===== src/rtl/cbr_pkg.sv =====
package cbr_pkg;

   // Operation codes. Any value from 5 to 7 is illegal.
   typedef enum logic [2:0] {
      OP_TRI  = 3'd0,
      OP_DIR  = 3'd1,
      OP_REV  = 3'd2,
      OP_NEG  = 3'd3,
      OP_NREV = 3'd4
   } cbr_op_e;

   localparam int unsigned OP_W = 3;

endpackage


===== src/rtl/cbr_field_pick.sv =====
// Extracts the less-than and greater-than bits of one condition field.
// Field 0 sits at the most significant end of the register.
module cbr_field_pick #(
   parameter int unsigned CR_W    = 32,
   parameter int unsigned FIELD_W = 4,
   localparam int unsigned NUM_FIELDS = CR_W / FIELD_W,
   localparam int unsigned SEL_W      = $clog2(NUM_FIELDS)
) (
   input  logic [CR_W-1:0]  cr,
   input  logic [SEL_W-1:0] sel,
   output logic             lt_bit,
   output logic             gt_bit
);

   logic [NUM_FIELDS-1:0] lt_vec;
   logic [NUM_FIELDS-1:0] gt_vec;

   if (FIELD_W < 2) begin : g_bad_field
      $error("cbr_field_pick: FIELD_W must be at least 2");
   end
   if (CR_W % FIELD_W != 0) begin : g_bad_split
      $error("cbr_field_pick: CR_W must be a multiple of FIELD_W");
   end
   if (NUM_FIELDS != (1 << SEL_W)) begin : g_bad_count
      $error("cbr_field_pick: field count must be a power of two");
   end

   for (genvar g = 0; g < NUM_FIELDS; g++) begin : g_field
      assign lt_vec[g] = cr[CR_W-1-FIELD_W*g];
      assign gt_vec[g] = cr[CR_W-2-FIELD_W*g];
   end

   assign lt_bit = lt_vec[sel];
   assign gt_bit = gt_vec[sel];

endmodule


===== src/rtl/cbr_bit_pick.sv =====
// Selects one condition bit. Index 0 is the most significant bit.
module cbr_bit_pick #(
   parameter int unsigned CR_W = 32,
   localparam int unsigned IDX_W = $clog2(CR_W)
) (
   input  logic [CR_W-1:0]  cr,
   input  logic [IDX_W-1:0] idx,
   output logic             cond_bit
);

   logic [CR_W-1:0] msb_first;

   if (CR_W != (1 << IDX_W)) begin : g_bad_width
      $error("cbr_bit_pick: CR_W must be a power of two");
   end

   for (genvar g = 0; g < CR_W; g++) begin : g_flip
      assign msb_first[g] = cr[CR_W-1-g];
   end

   assign cond_bit = msb_first[idx];

endmodule


===== src/rtl/cbr_value_shape.sv =====
// Turns the selected bits into the integer result for the chosen operation.
module cbr_value_shape
   import cbr_pkg::*;
#(
   parameter int unsigned RES_W = 64
) (
   input  logic [OP_W-1:0]  op,
   input  logic             lt_bit,
   input  logic             gt_bit,
   input  logic             cond_bit,
   output logic [RES_W-1:0] res,
   output logic             bad_op
);

   localparam logic [RES_W-1:0] V_ONES = '1;
   localparam logic [RES_W-1:0] V_ONE  = RES_W'(1);
   localparam logic [RES_W-1:0] V_ZERO = '0;

   if (RES_W < 2) begin : g_bad_res
      $error("cbr_value_shape: RES_W must be at least 2");
   end

   always_comb begin
      res    = V_ZERO;
      bad_op = 1'b0;
      case (op)
         OP_TRI:  res = lt_bit ? V_ONES : (gt_bit ? V_ONE : V_ZERO);
         OP_DIR:  res = cond_bit ? V_ONE  : V_ZERO;
         OP_REV:  res = cond_bit ? V_ZERO : V_ONE;
         OP_NEG:  res = cond_bit ? V_ONES : V_ZERO;
         OP_NREV: res = cond_bit ? V_ZERO : V_ONES;
         default: bad_op = 1'b1;
      endcase
   end

endmodule


===== src/rtl/cbr_bool_gen.sv =====
module cbr_bool_gen
   import cbr_pkg::*;
#(
   parameter int unsigned CR_W    = 32,
   parameter int unsigned FIELD_W = 4,
   parameter int unsigned RES_W   = 64,
   localparam int unsigned SEL_W  = $clog2(CR_W / FIELD_W),
   localparam int unsigned IDX_W  = $clog2(CR_W)
) (
   input  logic [CR_W-1:0]  cr_in,
   input  logic [SEL_W-1:0] fld_sel,
   input  logic [IDX_W-1:0] bit_idx,
   input  logic [OP_W-1:0]  op_sel,
   output logic [RES_W-1:0] result,
   output logic             illegal_op
);

   localparam logic [RES_W-1:0] ALL_ONES = '1;
   localparam logic [RES_W-1:0] JUST_ONE = RES_W'(1);

   logic lt_bit;
   logic gt_bit;
   logic cond_bit;

   cbr_field_pick #(.CR_W(CR_W), .FIELD_W(FIELD_W)) u_field (
      .cr     (cr_in),
      .sel    (fld_sel),
      .lt_bit (lt_bit),
      .gt_bit (gt_bit)
   );

   cbr_bit_pick #(.CR_W(CR_W)) u_bit (
      .cr       (cr_in),
      .idx      (bit_idx),
      .cond_bit (cond_bit)
   );

   cbr_value_shape #(.RES_W(RES_W)) u_shape (
      .op       (op_sel),
      .lt_bit   (lt_bit),
      .gt_bit   (gt_bit),
      .cond_bit (cond_bit),
      .res      (result),
      .bad_op   (illegal_op)
   );

   // The results that the selector paths produce for each operation.
   always_comb begin
      p_tri_lt_r1: assert (!(op_sel == OP_TRI && lt_bit) || result == ALL_ONES)
         else $error("R1 less-than not all ones");
      p_tri_gt_r2: assert (!(op_sel == OP_TRI && !lt_bit && gt_bit) || result == JUST_ONE)
         else $error("R2 greater-than not one");
      p_lt_wins_r3: assert (!(op_sel == OP_TRI && lt_bit && gt_bit) || result == ALL_ONES)
         else $error("R3 priority broken");
      p_direct_r4: assert (!(op_sel == OP_DIR) || result == (cond_bit ? JUST_ONE : '0))
         else $error("R4 direct mismatch");
      p_reverse_r5: assert (!(op_sel == OP_REV) || result == (cond_bit ? '0 : JUST_ONE))
         else $error("R5 reversed mismatch");
      p_negate_r6: assert (!(op_sel == OP_NEG) || result == (cond_bit ? ALL_ONES : '0))
         else $error("R6 negative mismatch");
      p_neg_rev_r7: assert (!(op_sel == OP_NREV) || result == (cond_bit ? '0 : ALL_ONES))
         else $error("R7 negative reversed mismatch");
      p_illegal_r8: assert (!illegal_op || result == '0)
         else $error("R8 illegal code gave nonzero result");
      p_legal_flag_r8: assert ((op_sel > OP_NREV) == illegal_op)
         else $error("R8 illegal flag wrong");
   end

endmodule


===== config.mk =====
export PLATFORM = sky130hd
export DESIGN_NAME = cbr_bool_gen
export DESIGN_NICKNAME = d
export VERILOG_FILES = /design/src/rtl/cbr_pkg.sv /design/src/rtl/cbr_field_pick.sv /design/src/rtl/cbr_bit_pick.sv /design/src/rtl/cbr_value_shape.sv /design/src/rtl/cbr_bool_gen.sv
export SDC_FILE = /design/constraint.sdc
export NUM_CORES = 1
export LEC_CHECK = 0
export ABC_CLOCK_PERIOD_IN_PS = 16950
export BUFFER_PORTS_ARGS = -buffer_cell sky130_fd_sc_hd__buf_2
export CAP_MARGIN = 20
export CORE_MARGIN = 4
export CORE_UTILIZATION = 39
export DETAILED_ROUTE_END_ITERATION = 8
export GPL_TIMING_DRIVEN = 0
export MAX_ROUTING_LAYER = met4
export PLACE_DENSITY_LB_ADDON = 0.1
export SETUP_SLACK_MARGIN = 0.3
export SYNTH_ARGS = -nofsm -noshare
export SYNTH_HDL_FRONTEND = slang
export SYNTH_HIERARCHICAL = 1
export SYNTH_SLANG_ARGS = --single-unit

===== constraint.sdc =====
create_clock -name vclk -period 16.95
set_input_delay 3.39 -clock vclk [all_inputs]
set_output_delay 3.39 -clock vclk [all_outputs]
set_load 0.05 [all_outputs]

==> results.txt <==
The flow ran to the end, and the final reports show no timing, DRC or antenna violations. The routed design uses 340 um of met3 wire. The critical path starts at bit_idx[1].

Pin placement for this block handled 108 I/O pins. The type of element launching the critical path is an input pin. The final antenna diode count is 0, and the final sequential cell count is 0. Entering global routing, the biggest net connects 47 pins. The first routing iteration left 22 violations. The total overflow left after global routing is 0. The first global-routing pass estimated 4195 um of wire. Adding up every negative setup slack in the final design gives 0 ns. Based on the critical path, the design can be clocked at up to 0.1082 GHz.

Setup repair after global routing left no endpoint under its margin. Across the whole layout, storage elements account for 0 um2. The run gives 980.9 um2 as the cell area after technology mapping. The time the worst path needs with I/O delays and setup works out to 9.245 ns.

The overall die area was 3381 um2. Data on the critical path arrives at its endpoint at 5.85 ns. The largest incremental delay on the critical path is 0.56 ns, and the cts-stage hold buffer count is 0. Counting stages on the worst path, the most repeated cell is buf_12. Yosys mapped the design onto 25 distinct sky130hd cell types. Ranked by total cell area, the synthesized netlist is headed by buf_4, mux2i_1, mux4_1, a22oi_1, nand2_1. In this run the worst hold path is classified as in -> out. The effective utilization at floorplan is 0.4270. Wire segments on met2 add up to 1496 um in the final route. The overall fraction of global-route tracks in use was 0.1527; the layout cell share with drive strength beyond 1 was 0.7743.

The power per cell area is 69.07 nW/um2. The synthesized net count came out at 161. Detailed placement ended at an HPWL of 2604 um.

The path with the worst hold slack has its endpoint at illegal_op. The logs give 49.93 uV for the maximum resistive drop on vdd and 2844 um for the final wirelength. After layout, the clock buffer instance count stands at 0. Before CTS, the worst setup slack after placement is 7.702 ns.

Combined area of the multi-input logic cells: 495.5 um2. The run gives 0 as the max-slew violation total from the final report. The average wire per cell in the routed design was 11.20 um. Layout-stage area growth over the synthesis result: 61.35%. The number of cells on the worst hold path is 3, and the synthesized area per cell is 8.313 um2. The slew of the pin with the lowest slew margin works out to 0.4521 ns. In this run the most critical hold path is launched from op_sel[2]. Yosys printed 6 warnings. The critical path's slowest cell was or4b_1.

The fraction of the cycle the final worst path needs was 0.5454; the wire length on met1 was 1007 um. Routed signal wires occupy layers up through met3. In this run the core area contains 17 standard-cell rows. The count of nets after finishing was 271. The category of the worst setup path capture point was an output pin. The width of the die came out at 58.15 um.

The total setup buffers inserted after CTS is 0, and the initial antenna violation count is 0. Along the worst path, the maximum fanout reaches 46. The count of nets left with antenna violations once routing finished came out at 0. The per-cell via count in the routed design came out at 4.413. The run gives 0 as the number of remaining DRC errors. The critical path goes through buf_6 -> buf_12 -> mux2i_1 -> a21oi_1 -> nand3_1 -> nand2_1 -> a311o_1 -> or4b_1 -> o21ai_4 -> buf_12 -> buf_4 -> buf_2. For the last weighted congestion value of the routability-driven placer, the log shows 0.7929.

The portion of the post-synthesis area used by sequential elements was 0; the total vias in the final route was 1121. The normalized max-slew margin was 0.6975; the number of port buffers was 107. The run gives 0 as the post-cts repair resize count. For the cell count after synthesis, the log shows 118. The synthesized design spends more area on one cell type than any other, namely buf_4. The run gives 180 as the fill cell total of the finished layout. The run gives 980 as the number of global-route vias before repair.

The hold violation count in the final report is 0. The tools report the worst setup margin as 7.705 ns. The portion of synthesized cell area occupied by the leading cell type was 0.4745; the worst path required time was 13.56 ns. The reported max-cap violation count was 0. The total iterations of the first detailed-routing run came out at 4.

For this design the static power due to leakage is 1.048 nW. The worst setup path category was in -> out. The run gives 0 as the final-report setup violation count. The core region is 2297 um2. The die outline height came out at 58.15 um.
-- cell type report --
type,count,share of cell area
well taps,28,0.02213
multi-input cells,54,0.3130
plain buffers,64,0.3138
repair buffers,108,0.3510
-- report_power, final --
part	switching [mW]	internal [mW]
Combinational	0.0727	0.0366
Clock	0	0
Sequential	0	0
-- per-stage QoR --
step / util / total power, mW / area (um2) / hold slack, ns / cells
final: 0.6890 / 0.1093 / 1583 / 7.227 / 254
after global routing: 0.6890 / 0.1147 / 1583 / 7.259 / 254
after CTS: 0.6890 / 0.1103 / 1583 / 7.229 / 254
after detailed placement: 0.6890 / 0.1102 / 1583 / 7.227 / 254
after global placement: 0.6754 / 0.1140 / 1551 / 7.199 / 253
after floorplan: - / 0.09230 / 980.9 / 7.035 / 118
-- cell usage in the layout, fill, tap and decap left out, types with 2 or more instances in the layout --
cell and instances:
a21oi_1 3, mux2i_1 16, buf_12 2, nand3_1 2, mux2_2 2, a211oi_1 2, a22oi_1 4, buf_4 62
buf_2 107, nand2_1 7, mux4_1 4
-- cell families after synthesis --
logic type | Yosys count | share of synthesized area
AOI/OAI and AO/OA | 15 | 0.1059
buffers and inverters | 64 | 0.5064
muxes | 22 | 0.2934
and+or+nand+nor | 17 | 0.09441
-- routing by layer --
| layer | GRT usage | vias up |
|---|---|---|
| met1 | 0.1585 | 481 |
| li1 | - | 577 |
| met5 | - | - |
| met4 | 0 | 0 |
| met3 | 0.02227 | 0 |
| met2 | 0.3145 | 63 |
-- how the worst max path moves through the flow --
| stage | to | cells after the start |
|---|---|---|
| floorplan | result[10] | 8 |
| global placement | result[1] | 9 |
| detailed placement | result[40] | 12 |
| CTS | result[40] | 12 |
| global route | result[25] | 12 |
| finish | result[40] | 12 |
-- worst max-delay path, delay by kind of cell --
family | cells | cell delay, ns
and+or+nand+nor | 3 | 0.70
AOI/OAI and AO/OA | 3 | 0.63
buffers and inverters | 5 | 0.92
muxes | 1 | 0.19
-- synthesized netlist by cell type, drive strengths merged (2+ instances only) --
library cell and count:
a21oi 3, mux4 4, nand2 7, mux2i 16
a22oi 4, nand3 2, buf 64, mux2 2
a211oi 2
(Power assumes the default switching activity.)
